`config.mk`:
```
export PLATFORM = sky130hd
export DESIGN_NAME = sdmmc_cmd_engine
export DESIGN_NICKNAME = d
export VERILOG_FILES = /design/src/rtl/sdmmc_cmd_pkg.sv /design/src/rtl/sdmmc_cmd_tx.sv /design/src/rtl/sdmmc_cmd_rx.sv /design/src/rtl/sdmmc_cmd_fsm.sv /design/src/rtl/sdmmc_cmd_engine.sv
export SDC_FILE = /design/constraint.sdc
export NUM_CORES = 1
export LEC_CHECK = 0
export ABC_AREA = 1
export BUFFER_PORTS_ARGS = -buffer_cell sky130_fd_sc_hd__clkbuf_2
export CAP_MARGIN = 20
export CORE_ASPECT_RATIO = 1.25
export CORE_MARGIN = 5
export CORE_UTILIZATION = 35
export CTS_CLUSTER_DIAMETER = 30
export CTS_CLUSTER_SIZE = 28
export DETAILED_ROUTE_END_ITERATION = 6
export PLACE_DENSITY = 0.58
export SYNTH_ARGS = -nofsm -noshare
export SYNTH_HDL_FRONTEND = slang
export SYNTH_SLANG_ARGS = --single-unit
```
`constraint.sdc`:
```
create_clock -name clk -period 4.85 [get_ports clk]
set_clock_uncertainty 0.2 [all_clocks]
set_input_delay 1.2125 -clock clk [delete_from_list [all_inputs] [get_ports clk]]
set_output_delay 1.2125 -clock clk [all_outputs]
set_load 0.03 [all_outputs]
```
`src/rtl/sdmmc_cmd_pkg.sv`:
```
// Package: shared constants, state type and CRC7 step function for the
// command line engine. Assumes MSB-first serial order on the wire.
package sdmmc_cmd_pkg;

    localparam int          CRC_W     = 7;
    localparam logic [6:0]  CRC7_TAPS = 7'h09;   // x^3 + 1 terms of x^7 + x^3 + 1
    localparam logic [1:0]  KIND_NONE = 2'b00;

    typedef enum logic [1:0] {
        ST_IDLE = 2'd0,
        ST_SEND = 2'd1,
        ST_WAIT = 2'd2,
        ST_RECV = 2'd3
    } cmd_state_e;

    // Advance a CRC7 register by one serial input bit.
    function automatic logic [CRC_W-1:0] crc7_step(input logic [CRC_W-1:0] c, input logic b);
        logic fb;
        fb = b ^ c[CRC_W-1];
        return {c[CRC_W-2:0], 1'b0} ^ (fb ? CRC7_TAPS : '0);
    endfunction

endpackage

```
`src/rtl/sdmmc_cmd_tx.sv`:
```
// Command serializer: builds the frame (start, direction, index, argument,
// CRC7, end) when loaded and shifts it out MSB first, one bit per clock.
// Assumes the controller asserts load and shift in mutually exclusive cycles.
module sdmmc_cmd_tx
    import sdmmc_cmd_pkg::*;
#(
    parameter int IDX_W = 6,
    parameter int ARG_W = 32
) (
    input  logic             clk,
    input  logic             rst_n,
    input  logic             load,
    input  logic             shift,
    input  logic [IDX_W-1:0] idx,
    input  logic [ARG_W-1:0] arg,
    output logic             bit_o,
    output logic             last_o
);
    localparam int HDR_W   = 2 + IDX_W + ARG_W;
    localparam int FRAME_W = HDR_W + CRC_W + 1;
    localparam int CNT_W   = $clog2(FRAME_W);
    localparam logic [CNT_W-1:0] CNT_TOP = CNT_W'(FRAME_W - 1);

    logic [HDR_W-1:0]   hdr;
    logic [CRC_W-1:0]   crc;
    logic [FRAME_W-1:0] frame;
    logic [FRAME_W-1:0] sreg_q;
    logic [CNT_W-1:0]   cnt_q;

    // Assemble the header and fold it through the CRC7 generator.
    always_comb begin
        hdr = {2'b01, idx, arg};
        crc = '0;
        for (int i = HDR_W - 1; i >= 0; i--) begin
            crc = crc7_step(crc, hdr[i]);
        end
        frame = {hdr, crc, 1'b1};
    end

    // Hold the frame and count remaining bits while it is shifted out.
    always_ff @(posedge clk) begin
        if (!rst_n) begin
            sreg_q <= '1;
            cnt_q  <= '0;
        end else if (load) begin
            sreg_q <= frame;
            cnt_q  <= CNT_TOP;
        end else if (shift) begin
            sreg_q <= {sreg_q[FRAME_W-2:0], 1'b1};
            cnt_q  <= cnt_q - 1'b1;
        end
    end

    assign bit_o  = sreg_q[FRAME_W-1];
    assign last_o = (cnt_q == '0);

endmodule

```
`src/rtl/sdmmc_cmd_rx.sv`:
```
// Response deserializer: shifts sampled bits into a right-aligned frame,
// counts them and runs CRC7 over the protected span chosen by the length.
// Assumes clear comes before the first sample of each response.
module sdmmc_cmd_rx
    import sdmmc_cmd_pkg::*;
#(
    parameter int SHORT_W  = 48,
    parameter int LONG_W   = 136,
    parameter int LONG_HDR = 8
) (
    input  logic                        clk,
    input  logic                        rst_n,
    input  logic                        clear,
    input  logic                        sample,
    input  logic                        bit_i,
    input  logic                        long_mode,
    output logic [LONG_W-1:0]           frame_o,
    output logic [$clog2(LONG_W+1)-1:0] count_o,
    output logic                        match_o
);
    localparam int CNT_W = $clog2(LONG_W + 1);
    localparam logic [CNT_W-1:0] SHORT_HI = CNT_W'(SHORT_W - CRC_W - 1);
    localparam logic [CNT_W-1:0] LONG_LO  = CNT_W'(LONG_HDR);
    localparam logic [CNT_W-1:0] LONG_HI  = CNT_W'(LONG_W - CRC_W - 1);

    logic [LONG_W-1:0] frame_q;
    logic [CNT_W-1:0]  cnt_q;
    logic [CRC_W-1:0]  crc_q;
    logic              in_span;

    // Decide whether the bit now arriving belongs to the CRC-protected span.
    always_comb begin
        if (long_mode) begin
            in_span = (cnt_q >= LONG_LO) && (cnt_q < LONG_HI);
        end else begin
            in_span = (cnt_q < SHORT_HI);
        end
    end

    // Capture bits, count them and update the running CRC.
    always_ff @(posedge clk) begin
        if (!rst_n || clear) begin
            frame_q <= '0;
            cnt_q   <= '0;
            crc_q   <= '0;
        end else if (sample) begin
            frame_q <= {frame_q[LONG_W-2:0], bit_i};
            cnt_q   <= cnt_q + 1'b1;
            if (in_span) begin
                crc_q <= crc7_step(crc_q, bit_i);
            end
        end
    end

    assign frame_o = frame_q;
    assign count_o = cnt_q;
    // Before the end bit arrives, the CRC field occupies the low bits.
    assign match_o = (frame_q[CRC_W-1:0] == crc_q);

endmodule

```
`src/rtl/sdmmc_cmd_fsm.sv`:
```
// Sequencer: accepts a command request, times the send phase, bounds the
// response wait window and posts completion status.
// Assumes tx_last and rx_count come from the serializer and deserializer.
module sdmmc_cmd_fsm
    import sdmmc_cmd_pkg::*;
#(
    parameter int SHORT_W     = 48,
    parameter int LONG_W      = 136,
    parameter int TIMEOUT_CYC = 64
) (
    input  logic                        clk,
    input  logic                        rst_n,
    input  logic                        start,
    input  logic [1:0]                  rsp_kind,
    input  logic                        cmd_in,
    input  logic                        tx_last,
    input  logic [$clog2(LONG_W+1)-1:0] rx_count,
    input  logic                        rx_match,
    output logic                        tx_load,
    output logic                        tx_shift,
    output logic                        rx_clear,
    output logic                        rx_sample,
    output logic                        rx_long,
    output logic                        drive,
    output logic                        busy,
    output logic                        done,
    output logic                        timeout,
    output logic                        crc_err
);
    localparam int CNT_W  = $clog2(LONG_W + 1);
    localparam int WAIT_W = (TIMEOUT_CYC > 2) ? $clog2(TIMEOUT_CYC) : 1;
    localparam logic [WAIT_W-1:0] WAIT_MAX   = WAIT_W'(TIMEOUT_CYC - 1);
    localparam logic [CNT_W-1:0]  SHORT_LAST = CNT_W'(SHORT_W - 1);
    localparam logic [CNT_W-1:0]  LONG_LAST  = CNT_W'(LONG_W - 1);

    cmd_state_e        state_q;
    logic [WAIT_W-1:0] wait_q;
    logic              long_q;
    logic              none_q;
    logic              done_q;
    logic              to_q;
    logic              ce_q;
    logic [CNT_W-1:0]  last_idx;

    // Index of the final response bit for the latched length.
    assign last_idx = long_q ? LONG_LAST : SHORT_LAST;

    // Strobes to the datapath derived from the current state.
    always_comb begin
        tx_load   = (state_q == ST_IDLE) && start;
        tx_shift  = (state_q == ST_SEND) && !tx_last;
        rx_clear  = tx_load;
        rx_sample = ((state_q == ST_WAIT) && !cmd_in) || (state_q == ST_RECV);
    end

    // State transitions, wait window counter and completion status.
    always_ff @(posedge clk) begin
        if (!rst_n) begin
            state_q <= ST_IDLE;
            wait_q  <= '0;
            long_q  <= 1'b0;
            none_q  <= 1'b0;
            done_q  <= 1'b0;
            to_q    <= 1'b0;
            ce_q    <= 1'b0;
        end else begin
            done_q <= 1'b0;
            case (state_q)
                ST_IDLE: begin
                    if (start) begin
                        state_q <= ST_SEND;
                        long_q  <= rsp_kind[1];
                        none_q  <= (rsp_kind == KIND_NONE);
                        to_q    <= 1'b0;
                        ce_q    <= 1'b0;
                    end
                end
                ST_SEND: begin
                    if (tx_last) begin
                        if (none_q) begin
                            state_q <= ST_IDLE;
                            done_q  <= 1'b1;
                        end else begin
                            state_q <= ST_WAIT;
                            wait_q  <= '0;
                        end
                    end
                end
                ST_WAIT: begin
                    if (!cmd_in) begin
                        state_q <= ST_RECV;
                    end else if (wait_q == WAIT_MAX) begin
                        state_q <= ST_IDLE;
                        done_q  <= 1'b1;
                        to_q    <= 1'b1;
                    end else begin
                        wait_q <= wait_q + 1'b1;
                    end
                end
                ST_RECV: begin
                    if (rx_count == last_idx) begin
                        state_q <= ST_IDLE;
                        done_q  <= 1'b1;
                        ce_q    <= !rx_match;
                    end
                end
                default: state_q <= ST_IDLE;
            endcase
        end
    end

    assign rx_long = long_q;
    assign drive   = (state_q == ST_SEND);
    assign busy    = (state_q != ST_IDLE);
    assign done    = done_q;
    assign timeout = to_q;
    assign crc_err = ce_q;

endmodule

```
`src/rtl/sdmmc_cmd_engine.sv`:
```
// Top of the command line engine: ties the sequencer, serializer and
// deserializer together and presents the pad-side drive/enable pair.
// Assumes clk is the card clock and cmd_in is already synchronous to it.
module sdmmc_cmd_engine
    import sdmmc_cmd_pkg::*;
#(
    parameter int IDX_W       = 6,
    parameter int ARG_W       = 32,
    parameter int SHORT_W     = 48,
    parameter int LONG_W      = 136,
    parameter int LONG_HDR    = 8,
    parameter int TIMEOUT_CYC = 64
) (
    input  logic              clk,
    input  logic              rst_n,
    input  logic              start,
    input  logic [IDX_W-1:0]  cmd_index,
    input  logic [ARG_W-1:0]  cmd_arg,
    input  logic [1:0]        rsp_kind,
    input  logic              cmd_in,
    output logic              cmd_out,
    output logic              cmd_oe,
    output logic              busy,
    output logic              done,
    output logic              timeout,
    output logic              crc_err,
    output logic [LONG_W-1:0] rsp_frame
);
    localparam int CNT_W = $clog2(LONG_W + 1);

    logic             tx_load;
    logic             tx_shift;
    logic             tx_bit;
    logic             tx_last;
    logic             rx_clear;
    logic             rx_sample;
    logic             rx_long;
    logic [CNT_W-1:0] rx_count;
    logic             rx_match;
    logic             drive;

    sdmmc_cmd_fsm #(
        .SHORT_W     (SHORT_W),
        .LONG_W      (LONG_W),
        .TIMEOUT_CYC (TIMEOUT_CYC)
    ) u_fsm (
        .clk       (clk),
        .rst_n     (rst_n),
        .start     (start),
        .rsp_kind  (rsp_kind),
        .cmd_in    (cmd_in),
        .tx_last   (tx_last),
        .rx_count  (rx_count),
        .rx_match  (rx_match),
        .tx_load   (tx_load),
        .tx_shift  (tx_shift),
        .rx_clear  (rx_clear),
        .rx_sample (rx_sample),
        .rx_long   (rx_long),
        .drive     (drive),
        .busy      (busy),
        .done      (done),
        .timeout   (timeout),
        .crc_err   (crc_err)
    );

    sdmmc_cmd_tx #(
        .IDX_W (IDX_W),
        .ARG_W (ARG_W)
    ) u_tx (
        .clk    (clk),
        .rst_n  (rst_n),
        .load   (tx_load),
        .shift  (tx_shift),
        .idx    (cmd_index),
        .arg    (cmd_arg),
        .bit_o  (tx_bit),
        .last_o (tx_last)
    );

    sdmmc_cmd_rx #(
        .SHORT_W  (SHORT_W),
        .LONG_W   (LONG_W),
        .LONG_HDR (LONG_HDR)
    ) u_rx (
        .clk       (clk),
        .rst_n     (rst_n),
        .clear     (rx_clear),
        .sample    (rx_sample),
        .bit_i     (cmd_in),
        .long_mode (rx_long),
        .frame_o   (rsp_frame),
        .count_o   (rx_count),
        .match_o   (rx_match)
    );

    // Pad interface: drive only during the send phase, idle high otherwise.
    assign cmd_oe  = drive;
    assign cmd_out = drive ? tx_bit : 1'b1;

endmodule

```
==> flow_metrics.py, run 1 <==
metrics = {
    "place": {
        "dpl.cell_count": 1824,
        "dpl.hpwl_mm": 17.1,
        "numPortBuffers": 185,
        "gp_congestion": 0.817,
    },
    "logic_synthesis": {
        "async_flop_share_pct": 0,
        "synth_fp_nets": 1397,
        "syn_area_per_cell_um2": 6.99,
        "synth_largest_type_area_fraction_pct": 46.1,
        "synth_edf_count": 0,
        "synth_area_leaders": "dfxtp_1 46%, nor2_1 13%, nand2_1 11%",
        "yosysWarnings": 0,
        "syn-cell-area_mm2": 0.00942,
        "ys_ff_latch": 217,
        "synth-main-ff-cell": "dfxtp_1",
        "ys_seq_area_share_pct": 46.1,
        "synth.distinct_cells": 40,
        "syn_inst": 1348,
        "synth_top_area_cell": "dfxtp_1",
    },
    "sta": {
        "tns_ns": 0,
        "slew_headroom_pct": 43.0,
        "report.final.setup_viol": 0,
        "hold_viol": 0,
        "post-route-min-period_ns": 3.10,
        "max_freq_mhz": 322,
        "worst_pin_slew_ns": 0.854,
        "rsz0062_at_grt": "false",
        "post-route-period-util_pct": 64.0,
        "timing.final.max_slew_violations": 0,
    },
    "worst_setup_path": {
        "cp_slowest_cell": "xnor2_2",
        "r2r-start": "u_fsm.state_q[0]",
        "path_buf_inv": 4,
        "cp_top_family": "simple AND/OR/NAND/NOR gates",
        "endpoint": "u_tx.sreg_q[6]",
        "worst-r2r-cell-count": 10,
        "path_depth": 24,
        "cp_max_fo": 5,
        "crit_path_start_kind": "input port",
        "slowest_delay_ns": 0.27,
        "crit_top_cell": "nand2_1",
        "required_ns": 5.05,
        "worstReg2RegEnd": "u_tx.cnt_q[5]",
        "critPathCaptureType": "register",
        "r2r_slack_ns": 1.89,
        "path_class": "input port to register",
        "crit_start": "cmd_index[1]",
        "cp.arrival_ns": 3.31,
        "crit_path_cell_trace": "clkbuf_2, inv_1, nand2_1, nand2_1, nand2_1, inv_1, nor2_2, nand2_1, nand2_1, nand2_1, nand2_1, nand2_1, nand2_1, inv_1, nand2_1, nand2_1, nand2_1, nand2_2, xnor2_2, nand2_2, nand2_1, nand2_1, nand3_1, nand2_1",
    },
    "clock_network": {
        "clock_path_buffers": 3,
        "tritoncts": "yes",
        "htreeDepth": 2,
        "clk_latency_ns": 0.53,
        "path_clk_slew_ns": 0.04,
        "cts_setup_buffers": 0,
        "postCtsResizedCells": 0,
        "cts_buffers": 46,
        "root_buffer": "clkbuf_16",
        "cts_sinks": 217,
        "cts_hold_buf": 0,
    },
    "grt": {
        "grt_first_pass_wirelength_mm": 43.0,
        "grt_overflow": 0,
        "antenna_found_initial": 0,
        "track_usage_pct": 16.5,
        "grt_pass1_vias": 8974,
        "grt_max_degree": 97,
    },
    "route": {
        "wirelength_mm": 25.3,
        "route.detailed.drc": 0,
        "routed_via_density": 4.75,
        "drt_iter0_markers": 466,
        "wl_per_cell_um": 13.2,
        "firstDrtPassIters": 6,
        "num_vias": 9071,
        "ant_nets": 0,
    },
    "cells_and_area": {
        "num-fill-cells": 2762,
        "nets": 1576,
        "area_delta_synth_final_pct": 30.3,
        "drive_gt1_share_pct": 21.4,
        "diodes": 0,
        "instances_no_fill": 1908,
    },
    "floorplan": {
        "core_area_mm2": 0.0267,
        "rows": 67,
        "ios": 186,
        "die_w_um": 157,
        "dieHeight_um": 193,
        "initial_core_util_pct": 35.3,
        "die-area_mm2": 0.0303,
    },
    "worst_hold_path": {
        "worstHoldPathType": "register to register",
        "hold_start": "u_tx.sreg_q[25]",
    },
    "job": {
        "drv_cap": 0,
    },
    "power_and_ir_drop": {
        "ir_drop_mv": 0.387,
        "power_density_mw_per_mm2": 717,
        "leakage_nw": 6.19,
    },
    "status": {
        "status": "completed",
    },
}
-- power by group --
group	switching (mW)	leakage (nW)	internal (mW)	total, mW
clock network	1.01	0.783	2.18	3.19
logic	2.12	3.64	0.854	2.97
registers	0.341	1.77	2.30	2.64
-- worst min-delay path by stage --
stage / to / slack [ns] / cells after the start
2_1_floorplan: u_tx.sreg_q[46] / 0.23 / 2
3_3_place_gp: u_tx.sreg_q[44] / 0.24 / 2
3_5_place_dp: u_tx.sreg_q[18] / 0.25 / 2
4_1_cts: u_tx.sreg_q[18] / 0.26 / 2
5_1_grt: u_tx.sreg_q[28] / 0.28 / 2
6_report: u_tx.sreg_q[25] / 0.25 / 2
-- worst reg2reg max path, delay by kind of cell, from the launching register on --
family / cells / cell delay [ns]
buf+inv: 4 / 0.97
simple gates: 4 / 0.96
flops: 1 / 0.38
compound gates: 2 / 0.33
-- sequential cells by signal, summed over array words and instances (netlist names) --
register       flops
u_fsm.timeout      1
u_fsm.crc_err      1
u_tx.cnt_q         6
u_fsm.state_q      2
u_rx.count_o       8
u_fsm.rx_long      1
u_rx.frame_o     136
u_rx.crc_q         7
u_fsm.done         1
u_fsm.none_q       1
u_fsm.wait_q       6
u_tx.sreg_q       47
-- kinds of logic (layout without fill, tap and decap cells) --
family	Yosys count	count (layout)	synth area share, %
DFF	217	217	46.1
and+or+nand+nor	740	740	33.0
adders and majority gates	5	5	0.664
buffers and inverters	159	374	6.39
AOI/OAI and AO/OA	210	210	12.1
xor gates and xnor gates	17	17	1.74
-- metal layers --
layer,routed length [um],global-route usage (%)
met3,2120,5.65
met2,11600,26.8
met4,444,4.79
met5,0,0
met1,11100,20.8
-- area by class of cell --
cell class              instances  area (um^2)  area share (%)
clock inverters                26          350            2.85
clock buffers                  58         1280            10.4
flip-flops and latches        217         4340            35.4
repair buffers                197         1030            8.38
well taps                     345          432            3.52
inverters                      93          352            2.86
multi-input cells             972         4490            36.6
-- cell usage after synthesis (7+ instances only) --
| cell | n |
|---|---|
| nor2_1 | 325 |
| nand2_1 | 268 |
| dfxtp_1 | 217 |
| o21ai_0 | 156 |
| inv_1 | 83 |
| clkbuf_1 | 63 |
| nand3_1 | 54 |
| nand4_1 | 29 |
| nand2_2 | 27 |
| a21oi_1 | 23 |
| nor3_1 | 16 |
| o2111ai_1 | 10 |
| inv_2 | 9 |
| xnor2_1 | 9 |
| nand3_2 | 7 |
-- placed cells by master, fill, tap and decap left out, drive strengths merged --
| cell type | instances |
|---|---|
| nand2 | 297 |
| inv | 92 |
| clkbuf | 243 |
| o21ai | 157 |
| a221oi | 5 |
| bufinv | 6 |
| o22ai | 2 |
| o21a | 2 |
| a21boi | 1 |
| nor4 | 1 |
| nand3b | 6 |
| nand3 | 61 |
| buf | 12 |
| a21oi | 23 |
| nand4 | 29 |
| xnor2 | 10 |
| nor3 | 16 |
| a311oi | 1 |
| clkinvlp | 6 |
| xor2 | 7 |
| or2 | 2 |
| o2111ai | 10 |
| dfxtp | 217 |
| nor2 | 328 |
| o311ai | 1 |
| o211ai | 1 |
| a31oi | 4 |
| a211oi | 2 |
| ha | 5 |
| clkinv | 15 |
| o31ai | 1 |
-- metrics by stage --
step	worst slack, ns	hold slack, ns	area, um^2	power [mW]	utilization (%)
6_report	1.75	0.254	12300	8.80	46.0
2_1_floorplan	1.69	0.229	9420	4.83	-
5_1_grt	1.40	0.276	12300	9.44	46.0
3_5_place_dp	1.23	0.245	10600	5.66	39.9
4_1_cts	1.79	0.258	12300	8.92	46.0
3_3_place_gp	1.28	0.243	10600	5.63	39.9
No activity file was read; power rests on OpenSTA's default activity.
==> run 2: changes to the inputs <==
PLACE_DENSITY = 0.6   (was 0.58)
clock period = 2.6 ns   (was 4.85 ns; I/O delays follow)
==> run 2 against run 1 <==
  * Global-route usage decreased by 0.39 points
  * Core utilization increased by 2.0 points
  * Wire length increased by 1.0%
  * Flip-flop and latch count unchanged
  * Design area increased by 4.4%
  * Power increased by 91%
  * Critical endpoint is now u_tx.sreg_q[4]
==> flow_metrics.py, run 2 (synthesis results as in run 1) <==
metrics = {
    "cells_and_area": {
        "largest_register_ff_count": 136,
        "multiInputGateArea_mm2": 0.00484,
        "num-fill-cells": 2651,
        "diodes": 0,
        "nets": 1598,
        "layout_commonest_cell": "nor2_1",
        "final_cell_mix": "320 x nor2_1, 217 x dfxtp_1, 209 x nand2_1, 178 x clkbuf_2, 156 x o21ai_0",
        "area_delta_synth_final_pct": 36.1,
        "drive_gt1_share_pct": 27.7,
        "instances_no_fill": 1931,
        "final_util_pct": 48.1,
        "seqCellArea_mm2": 0.00434,
    },
    "floorplan": {
        "dieHeight_um": 193,
        "core_area_mm2": 0.0267,
        "die-area_mm2": 0.0303,
        "die_w_um": 157,
        "ios": 186,
        "rows": 67,
        "initial_core_util_pct": 35.3,
    },
    "worst_setup_path": {
        "critPathCaptureType": "register",
        "cp_slowest_cell": "nand3b_1",
        "slowest_delay_ns": 0.15,
        "required_ns": 2.81,
        "cp_max_fo": 5,
        "crit_path_start_kind": "input port",
        "crit_top_cell": "nand2_2",
        "cp.arrival_ns": 2.72,
        "path_buf_inv": 2,
        "cp_top_family": "simple AND/OR/NAND/NOR gates",
        "crit_path_cell_trace": "buf_4, nand2_2, inv_1, nor2_1, nand2_2, nand2_4, nand2_4, nand3b_1, nand2_1, nand2_2, nand3b_1, nand2_1, nand2_1, nand2_2, nand2_2, nand2_1, nand2_1, nand2_2, nand3_2, nand2_2, nand2_2, nand3_1, nand2_1",
        "path_class": "input port to register",
    },
    "power_and_ir_drop": {
        "ir_drop_mv": 0.980,
        "leakage_nw": 6.40,
        "power_density_mw_per_mm2": 1310,
        "p_total_mw": 16.8,
    },
    "sta": {
        "worst_pin_slew_ns": 0.711,
        "setup_ws_ns": 0.0873,
        "tns_ns": 0,
        "max_freq_mhz": 398,
        "report.final.setup_viol": 0,
        "post-route-period-util_pct": 96.6,
        "hold_viol": 0,
        "timing.final.max_slew_violations": 0,
        "post-route-min-period_ns": 2.51,
        "slew_headroom_pct": 52.6,
        "rsz0062_at_grt": "true",
    },
    "route": {
        "wl_per_cell_um": 13.2,
        "drt_iter0_markers": 491,
        "firstDrtPassIters": 5,
        "wirelength_mm": 25.5,
        "ant_nets": 0,
        "route.detailed.drc": 0,
        "num_vias": 9305,
        "routed_via_density": 4.82,
    },
    "status": {
        "status": "completed",
    },
    "grt": {
        "grt_max_degree": 149,
        "track_usage_pct": 16.1,
        "grt_first_pass_wirelength_mm": 42.0,
        "grt_pass1_vias": 8720,
        "grt_overflow": 0,
        "antenna_found_initial": 0,
    },
    "clock_network": {
        "cts_buffers": 45,
        "path_clk_slew_ns": 0.05,
        "htreeDepth": 2,
        "root_buffer": "clkbuf_16",
        "clk_latency_ns": 0.54,
        "cts_sinks": 217,
        "tritoncts": "yes",
        "clock_path_buffers": 3,
    },
    "place": {
        "dpl.cell_count": 1845,
        "post-place-ws_ns": -0.413,
        "numPortBuffers": 185,
        "gp_congestion": 0.844,
        "dpl.hpwl_mm": 16.7,
    },
    "worst_hold_path": {
        "worstHoldPathType": "input port to register",
    },
    "job": {
        "drv_cap": 0,
    },
}
[run 2: cell types whose count changed in the layout (fill, tap and decap cells not counted), sizes merged]
cell and change:
clkinv +1, clkbuf -17, bufinv +2, buf +30
inv +7
[run 2: path summary, 6_finish.rpt]
| kind | from | end | slack [ns] | depth (start not counted) |
|---|---|---|---|---|
| worst max register to register | u_tx.cnt_q[0] | u_tx.sreg_q[38] | 0.30 | 9 |
| worst min register to register | u_tx.sreg_q[37] | u_tx.sreg_q[37] | 0.25 | 2 |
| worst min-delay path | cmd_index[1] | u_tx.sreg_q[41] | 0.19 | 3 |
| worst max-delay path | cmd_index[5] | u_tx.sreg_q[4] | 0.09 | 23 |
[run 2: tightest hold or removal path, cell delays in order]
cell,delay [ns]
buf_6,0.10
nand2_1,0.05
nand4_1,0.08
[run 2: cell type report]
class / instances / area share [%]
clock buffers: 48 / 9.03
clock inverters: 36 / 3.49
inverters: 93 / 2.74
multi-input cells: 972 / 37.7
flip-flops and latches: 217 / 33.9
well taps: 345 / 3.37
repair buffers: 220 / 9.74
[run 2: timing repair]
action	4_1_cts	5_1_grt
resized for setup	0	117
hold buffers	0	0
setup buffers	0	2
endpoints found under the setup margin	0	8
[run 2: power by group]
| group | internal [mW] | total [mW] | switching, mW |
|---|---|---|---|
| combinational | 1.80 | 5.91 | 4.11 |
| clock | 4.06 | 6.00 | 1.94 |
| sequential | 4.29 | 4.91 | 0.625 |
[run 2: metrics by stage]
step / hold slack (ns) / instance area [um^2]
6_report: 0.186 / 12800
2_1_floorplan: 0.229 / 9420
5_1_grt: 0.165 / 12800
3_5_place_dp: 0.245 / 10800
3_3_place_gp: 0.242 / 10800
4_1_cts: 0.154 / 12400
[run 2: metal layers]
metal  global-route usage, %  wire length (um)  vias to the layer above
li1                        -                 -                     4757
met1                    20.4             11100                     4253
met2                    25.4             11500                      245
met3                    6.64              2310                       50
met4                    4.60               561                        0
met5                       0                 0                        -
